==> config.mk <==
export PLATFORM = sky130hd
export DESIGN_NAME = nvbyte_guard
export DESIGN_NICKNAME = d
export VERILOG_FILES = /design/src/rtl/nvg_pkg.sv /design/src/rtl/nvg_unlock.sv /design/src/rtl/nvg_sclk_edges.sv /design/src/rtl/nvg_store.sv /design/src/rtl/nvbyte_guard.sv
export SDC_FILE = /design/constraint.sdc
export NUM_CORES = 2
export LEC_CHECK = 0
export BUFFER_PORTS_ARGS = -buffer_cell sky130_fd_sc_hd__buf_2
export CAP_MARGIN = 30
export CORE_ASPECT_RATIO = 0.7
export CORE_UTILIZATION = 45
export DETAILED_ROUTE_END_ITERATION = 8
export SLEW_MARGIN = 25
export SYNTH_ARGS = -nofsm -noshare
export SYNTH_HDL_FRONTEND = slang
export SYNTH_SLANG_ARGS = --single-unit
==> constraint.sdc <==
create_clock -name clk -period 3.7 [get_ports clk]
set_clock_uncertainty 0.05 [all_clocks]
set_input_delay 0.74 -clock clk [delete_from_list [all_inputs] [get_ports clk]]
set_output_delay 0.74 -clock clk [all_outputs]
set_load 0.05 [all_outputs]
==> src/rtl/nvg_pkg.sv <==
package nvg_pkg;

    typedef enum logic [1:0] {
        SEL_ADDR = 2'd0,
        SEL_DATA = 2'd1,
        SEL_CTRL = 2'd2,
        SEL_KEY  = 2'd3
    } reg_sel_e;

    typedef enum logic [1:0] {
        UL_IDLE,
        UL_HALF,
        UL_OPEN
    } unlock_e;

    typedef enum logic [1:0] {
        PH_IDLE,
        PH_WAIT,
        PH_PROG,
        PH_DISCH
    } phase_e;

    localparam int unsigned BIT_PSEL = 7;
    localparam int unsigned BIT_CSEL = 6;
    localparam int unsigned BIT_DONE = 4;
    localparam int unsigned BIT_ERR  = 3;
    localparam int unsigned BIT_WREN = 2;
    localparam int unsigned BIT_WR   = 1;

    localparam logic [7:0] KEY_FIRST  = 8'h55;
    localparam logic [7:0] KEY_SECOND = 8'hAA;

    typedef struct packed {
        logic psel;
        logic csel;
        logic done;
        logic err;
        logic wren;
        logic wr;
    } ctrl_t;

    function automatic logic [7:0] pack_ctrl(input ctrl_t c);
        logic [7:0] b;
        b           = 8'h00;
        b[BIT_PSEL] = c.psel;
        b[BIT_CSEL] = c.csel;
        b[BIT_DONE] = c.done;
        b[BIT_ERR]  = c.err;
        b[BIT_WREN] = c.wren;
        b[BIT_WR]   = c.wr;
        return b;
    endfunction

endpackage

==> src/rtl/nvg_unlock.sv <==
module nvg_unlock
    import nvg_pkg::*;
(
    input  logic       clk,
    input  logic       rst,
    input  logic       evt,
    input  reg_sel_e   sel,
    input  logic [7:0] wdata,
    output logic       open
);
    unlock_e st;

    always_ff @(posedge clk) begin
        if (rst) begin
            st <= UL_IDLE;
        end else if (evt) begin
            if (sel == SEL_KEY) begin
                if (wdata == KEY_FIRST)
                    st <= UL_HALF;
                else if (wdata == KEY_SECOND && st == UL_HALF)
                    st <= UL_OPEN;
                else
                    st <= UL_IDLE;
            end else begin
                st <= UL_IDLE;
            end
        end
    end

    assign open = (st == UL_OPEN);
endmodule

==> src/rtl/nvg_sclk_edges.sv <==
module nvg_sclk_edges #(
    parameter int unsigned EDGES = 4
) (
    input  logic clk,
    input  logic rst,
    input  logic sclk,
    input  logic arm,
    output logic hit
);
    localparam int unsigned CW = $clog2(EDGES + 1);

    logic [2:0]    sync_q;
    logic [CW-1:0] cnt;
    logic          fall;

    always_ff @(posedge clk) begin
        if (rst) sync_q <= 3'b000;
        else     sync_q <= {sync_q[1:0], sclk};
    end

    assign fall = sync_q[2] & ~sync_q[1];
    assign hit  = arm & fall & (cnt == CW'(EDGES - 1));

    always_ff @(posedge clk) begin
        if (rst || !arm)  cnt <= '0;
        else if (hit)     cnt <= '0;
        else if (fall)    cnt <= cnt + 1'b1;
    end
endmodule

==> src/rtl/nvg_store.sv <==
module nvg_store #(
    parameter int unsigned AW   = 8,
    parameter int unsigned DW   = 8,
    parameter logic [DW-1:0] FILL = '1
) (
    input  logic          clk,
    input  logic          rst,
    input  logic          we,
    input  logic [AW-1:0] waddr,
    input  logic [DW-1:0] wdata,
    input  logic [AW-1:0] raddr,
    output logic [DW-1:0] rdata
);
    localparam int unsigned DEPTH = 1 << AW;

    logic [DW-1:0] mem [DEPTH];

    always_ff @(posedge clk) begin
        if (rst) begin
            for (int i = 0; i < DEPTH; i++) mem[i] <= FILL;
        end else if (we) begin
            mem[waddr] <= wdata;
        end
    end

    assign rdata = mem[raddr];
endmodule

==> src/rtl/nvbyte_guard.sv <==
module nvbyte_guard
    import nvg_pkg::*;
#(
    parameter int unsigned AW    = 8,
    parameter int unsigned DW    = 8,
    parameter int unsigned P11   = 6,
    parameter int unsigned P10   = 3,
    parameter int unsigned EDGES = 4
) (
    input  logic          clk,
    input  logic          rst,
    input  logic          bus_we,
    input  logic [1:0]    bus_sel,
    input  logic [DW-1:0] bus_wdata,
    input  logic          rd_stb,
    input  logic          sclk,
    output logic [AW-1:0] addr_q,
    output logic [DW-1:0] data_q,
    output logic [7:0]    ctrl_q,
    output logic          busy,
    output logic          done_flag,
    output logic          err_flag
);
    localparam int unsigned PMAX = (P11 > P10) ? P11 : P10;
    localparam int unsigned TW   = $clog2(PMAX + 1);
    localparam logic [DW-1:0] ERASED = '1;

    phase_e        phase;
    ctrl_t         ctrl;
    logic [TW-1:0] tmr;
    reg_sel_e      sel;
    logic          wr_acc;
    logic          unlock_ok;
    logic          start_try;
    logic          start_ok;
    logic          edge_hit;
    logic          arr_we;
    logic [DW-1:0] arr_wdata;
    logic [DW-1:0] arr_rdata;

    assign sel       = reg_sel_e'(bus_sel);
    assign busy      = (phase != PH_IDLE);
    assign wr_acc    = bus_we && !busy;
    assign start_try = wr_acc && (sel == SEL_CTRL) && bus_wdata[BIT_WR];
    assign start_ok  = start_try && unlock_ok && ctrl.wren
                       && !bus_wdata[BIT_PSEL] && !bus_wdata[BIT_CSEL];

    nvg_unlock u_unlock (
        .clk   (clk),
        .rst   (rst),
        .evt   (wr_acc),
        .sel   (sel),
        .wdata (bus_wdata[7:0]),
        .open  (unlock_ok)
    );

    nvg_sclk_edges #(.EDGES(EDGES)) u_edges (
        .clk  (clk),
        .rst  (rst),
        .sclk (sclk),
        .arm  (phase == PH_WAIT),
        .hit  (edge_hit)
    );

    // erase on the first programming cycle, program on the last
    assign arr_we    = (phase == PH_PROG) && ((tmr == TW'(P11 - 1)) || (tmr == '0));
    assign arr_wdata = (tmr == '0) ? data_q : ERASED;

    nvg_store #(.AW(AW), .DW(DW), .FILL(ERASED)) u_store (
        .clk   (clk),
        .rst   (rst),
        .we    (arr_we),
        .waddr (addr_q),
        .wdata (arr_wdata),
        .raddr (addr_q),
        .rdata (arr_rdata)
    );

    always_ff @(posedge clk) begin
        if (rst) begin
            phase  <= PH_IDLE;
            tmr    <= '0;
            ctrl   <= '0;
            addr_q <= '0;
            data_q <= '0;
        end else begin
            case (phase)
                PH_IDLE: begin
                    if (wr_acc) begin
                        case (sel)
                            SEL_ADDR: addr_q <= bus_wdata[AW-1:0];
                            SEL_DATA: data_q <= bus_wdata;
                            SEL_CTRL: begin
                                ctrl.psel <= bus_wdata[BIT_PSEL];
                                ctrl.csel <= bus_wdata[BIT_CSEL];
                                ctrl.wren <= bus_wdata[BIT_WREN];
                                ctrl.done <= ctrl.done & bus_wdata[BIT_DONE];
                                ctrl.err  <= (start_try && !start_ok) ? 1'b1
                                             : (ctrl.err & bus_wdata[BIT_ERR]);
                                ctrl.wr   <= start_ok;
                                if (start_ok) phase <= PH_WAIT;
                            end
                            default: ;
                        endcase
                    end else if (rd_stb) begin
                        data_q <= arr_rdata;
                    end
                end
                PH_WAIT: begin
                    if (edge_hit) begin
                        phase <= PH_PROG;
                        tmr   <= TW'(P11 - 1);
                    end
                end
                PH_PROG: begin
                    if (tmr == '0) begin
                        phase <= PH_DISCH;
                        tmr   <= TW'(P10 - 1);
                    end else begin
                        tmr <= tmr - 1'b1;
                    end
                end
                PH_DISCH: begin
                    if (tmr == '0) begin
                        phase     <= PH_IDLE;
                        ctrl.wr   <= 1'b0;
                        ctrl.done <= 1'b1;
                    end else begin
                        tmr <= tmr - 1'b1;
                    end
                end
                default: phase <= PH_IDLE;
            endcase
            if (bus_we && busy) ctrl.err <= 1'b1;
        end
    end

    assign ctrl_q    = pack_ctrl(ctrl);
    assign done_flag = ctrl.done;
    assign err_flag  = ctrl.err;
endmodule

# == After elaboration in Yosys (flattened, before gate mapping) ==
# Memory sizes are Yosys's and may differ from the RTL's. A register that Yosys moved wholly into a read port is not among the register bits.
# Cells that the tools add are included.
# word_totals
register_bits,35
wordCells,116
input_bits,15
ram_bits,2048
mem_count,1
# op_classes
n_bitwise,6
addsub,2
eq_ne,20
n_reduce_logical,37
muxes,37
# mem_list
name,depth,word_bits,read_ports,rd_clocked_by_memory_dff,write_ports,line_no,source
u_store.mem,256,8,1,1,256,nvg_store.sv:16,logic [DW-1:0] mem [DEPTH];
# ops
cell,n
$mux W8,8
$mux W2,10
$reduce_and A3 Y1,5
$ne A2 B2 Y1 const B,6
$reduce_bool A2 Y1,6
$logic_and A1 B1 Y1,11
$eq A2 B2 Y1 const B,5
$mux W1,10
$mux W3,3
$pmux W3 S3,1
$eq A8 B7 Y1 const B,1
$eq A8 B8 Y1 const B,1
$mux W4,2
$pmux W2 S4,1
$reduce_or A8 Y1,1
$eq A2 B1 Y1 const B,3
$reduce_and A6 Y1,1
$and A1 B1 Y1,5
$logic_not A1 Y1,5
$logic_not A2 Y1,2
$ne A2 B1 Y1 const B,2
$pmux W1 S2,2
$reduce_and A4 Y1,1
$add A3 B1 Y3 const B,1
8 further kinds,9

# == Logic depth before layout (Yosys ltp) ==
# logic_depth
word_depth,16
depth_mapped,14

# == By module ==
# From an unflattened synthesis, not the netlist that was laid out.
# unflattened
hier_cells,6721
area_unflattened_um2,97738.7
# modules_own_cells
mod,instances,area_per_inst_um2,cells_each,seq_area_each_um2
nvg_store,1,95882.0,6518,61499.0
nvbyte_guard,1,1465.2,166,540.5
nvg_sclk_edges,1,249.0,24,120.1
nvg_unlock,1,142.6,13,40.0

# == Least setup slack after synthesis ==
# OpenSTA, ideal clock, no wires.
# synth_timing
path_kind,input to register
start,in rst
end,"mem u_store.mem[227][0], enable pin"
n_path_buf,3
arrival_time_ps,2600
setup_slack_ps,740
stages,8
t_required_ps,3341
path_cell_list,clkbuf_1 nor3b_1 clkbuf_1 and2_0 nand3_1 clkbuf_1 nor2_1 or2_2
# synth_rtl
element,line_no,source
start: declaration,nvbyte_guard.sv:11,"input logic rst,"
end: declaration,nvg_store.sv:16,

==> flow_summary.yaml <==
job:
  maxCapViolations: 0
layout:
  stdcell_area_um2: 105000
  drive_gt1_share_pct: 23.7
  finalNetCount: 6911
  fin_cells: 9778
  area_delta_synth_final_pct: 13.7
  fin_util_pct: 51.7
detailed_routing:
  wl_um: 289000
  drt-initial-drc-count: 8743
  wl_per_cell_um: 29.6
  final_antenna_net_count: 0
  drc: 0
  vias: 59700
  vias_per_cell: 6.10
  first_pass_iters: 8
logic_synthesis:
  yosysMostFrequentCell: "nand2_1"
  yosys_warnings: 0
  ys_ff_latch: 2091
  ys.flop_type: "edfxtp_1"
  synth.distinct_cells: 71
  ys_top_cells_by_count: "nand2_1, edfxtp_1, mux4_2"
  avgSynthCellArea_um2: 14.0
  netlist_instances: 6582
  synth_seq_area_share_pct: 67.6
  synth_area_leaders: "edfxtp_1, mux4_2, nand2_1"
  syn-cell-area_um2: 92200
  yosys.area.top_type_share_pct: 66.7
  yosys.area.top_type: "edfxtp_1"
  synth_edf_count: 2048
  synthArstFlopShare_pct: 0
global_route:
  antenna_found_initial: 18
  grt_pass1_wl_um: 412000
  grt_max_degree: 141
  grt_use_total_pct: 27.7
  grt-ovfl-total: 0
  grt_pass1_vias: 56000
timing:
  max_freq_mhz: 268
  fin_hold_ws_ns: 0.0911
  tightest_slew_ns: 1.05
  finalHoldViolations: 0
  report.final.slew_viol_count: 0
  setup_viol: 2
  fin_ws_ns: -0.0302
  rsz0062_at_grt: "no"
  maxSlewHeadroom_pct: 27.9
  fin_crit_ns: 3.73
  period_share_pct: 101
clocking:
  clk_latency_ns: 0.86
  cts_max_level: 4
  clk_path_buf_depth: 4
  cts.sinks: 2091
  path_clk_slew_ns: 0.07
  cts_tree: "done"
  root_buffer: "clkbuf_16"
  numCtsBuffers: 202
placement:
  routabilityCongestion: 0.988
  numPlacedInstances: 9406
  dp_slack_ns: -0.0948
  io_buffers: 39
  dpl_cell_area_um2: 98500
  dpl.hpwl_um: 190000
run_status:
  violations: "setup timing"
  status: "complete, but fails checks"
worst_setup_path:
  cpLargestDelayFamily: "compound AO/OA/AOI/OAI gates"
  cpPeakStageDelay_ns: 0.67
  required_ns: 4.40
  cpMaxStageDelayCell: "dfxtp_4"
  end_kind: "flip-flop"
  crit_type: "reg2reg"
  path_buf_inv: 3
  crit_chain: "buf_12, buf_12, buf_4, mux4_2, a22oi_1, nand3_1, nand4_1, a31oi_1, a211o_1"
  cp_max_fo: 47
  cpMostUsedCell: "buf_12"
  cp-start-kind: "flip-flop"
  cp.arrival_ns: 4.43
floorplan:
  rows: 138
  initial_core_util_pct: 45.4
  fp.dieW_um: 543
  ioPinCount: 42
  core_um2: 203000
  dieArea_um2: 207000
  die_height_um: 381
power:
  irDropWorstVdd_v: 0.000391
  leakage_uw: 0.0258
  power_density_nw_per_um2: 473
worst_hold_path:
  hold_path_class: "in2reg"
[metrics by stage]
step                      TNS [ns]  total power (µW)
after floorplan                  0             28200
after global placement      -0.415             29600
after detailed placement    -0.160             29600
after CTS                        0             49700
after global routing             0             50600
final                      -0.0467             49600
[worst register-to-register path, stage by stage (launching register included)]
cell	delay (ns)
dfxtp_4	0.67
buf_12	0.29
buf_12	0.30
buf_4	0.28
mux4_2	0.39
a22oi_1	0.36
nand3_1	0.34
nand4_1	0.20
a31oi_1	0.35
a211o_1	0.40
[sequential cells by signal, indices dropped and copies added, names as in the netlist, named ones only]
name / count
addr_q: 8
ctrl_q: 4
data_q: 8
done_flag: 1
err_flag: 1
phase: 2
tmr: 3
u_edges.cnt: 3
u_edges.sync_q: 3
u_store.mem: 2048
u_unlock.st: 2
[cell type report]
type	instances	area, µm²
clock inverter	118	1050
fill	16800	98000
tap	2730	3420
inverter	12	48.8
antenna	5	12.5
sequential	2091	62400
clock buffer	243	5240
timing repair buffer	595	5240
multi-input combinational	3984	27500
[worst paths after layout]
path / startpoint / to / slack, ns / cells past startpoint
worst max-delay path: flip-flop / data_q[2]$_SDFFE_PP0P_ / -0.03 / 9
worst min-delay path: sclk / u_edges.sync_q[0]$_SDFF_PP0_ / 0.09 / 2
worst max register to register: flip-flop / data_q[2]$_SDFFE_PP0P_ / -0.03 / 9
worst min register to register: u_edges.sync_q[0]$_SDFF_PP0_ / u_edges.sync_q[1]$_SDFF_PP0_ / 0.42 / 1
[placed cells by master (no fill, tap or decap), types with 9 or more instances in the layout]
| cell type | count |
|---|---|
| and3_1 | 12 |
| a22oi_1 | 20 |
| nor3_1 | 33 |
| nand2_2 | 9 |
| o221ai_1 | 23 |
| nand2b_1 | 12 |
| nor2b_1 | 30 |
| nor4_1 | 14 |
| mux2i_1 | 155 |
| clkbuf_1 | 38 |
| o22ai_1 | 39 |
| mux2_2 | 10 |
| clkinv_2 | 41 |
| a31oi_1 | 10 |
| a221oi_1 | 11 |
| dfxtp_1 | 37 |
| clkbuf_16 | 202 |
| a21oi_1 | 62 |
| buf_4 | 487 |
| nand3_1 | 35 |
| nor2_1 | 339 |
| bufinv_16 | 19 |
| edfxtp_1 | 2048 |
| or2_2 | 259 |
| o21ai_0 | 39 |
| nand4_1 | 13 |
| buf_12 | 69 |
| a2111oi_0 | 10 |
| clkinv_1 | 49 |
| buf_2 | 38 |
| mux4_2 | 491 |
| nand2_1 | 2200 |
| a211oi_1 | 24 |
| ha_1 | 10 |
| and2_1 | 12 |
[cell families after synthesis]
kind of cell / after synthesis / share of synthesized area [%]
flip-flops: 2091 / 67.6
other: 1 / 0.00407
AND/OR/NAND/NOR: 3010 / 13.4
AO/OA/AOI/OAI: 305 / 2.27
multiplexers: 656 / 13.8
adder cells (fa/ha/maj): 10 / 0.136
XOR/XNOR: 1 / 0.00950
buffers and inverters: 508 / 2.72
[repair_timing]
action	4_1_cts	5_1_grt
hold buffers	0	0
resized for setup	1	2
cloned	0	0
setup buffers	6	0
setup endpoints to repair	2	2
[power by group]
group	switching [µW]	internal, µW
logic	2510	647
clock network	9100	11400
registers	67.4	25900
[metal layers]
metal  global-route usage [%]  part of all wire, %
met4                     8.18                  3.1
met5                        0                0.020
met2                     37.9                   41
met3                     7.89                   13
met1                     42.7                   42
Note: power is estimated with default switching activity, not from simulation.
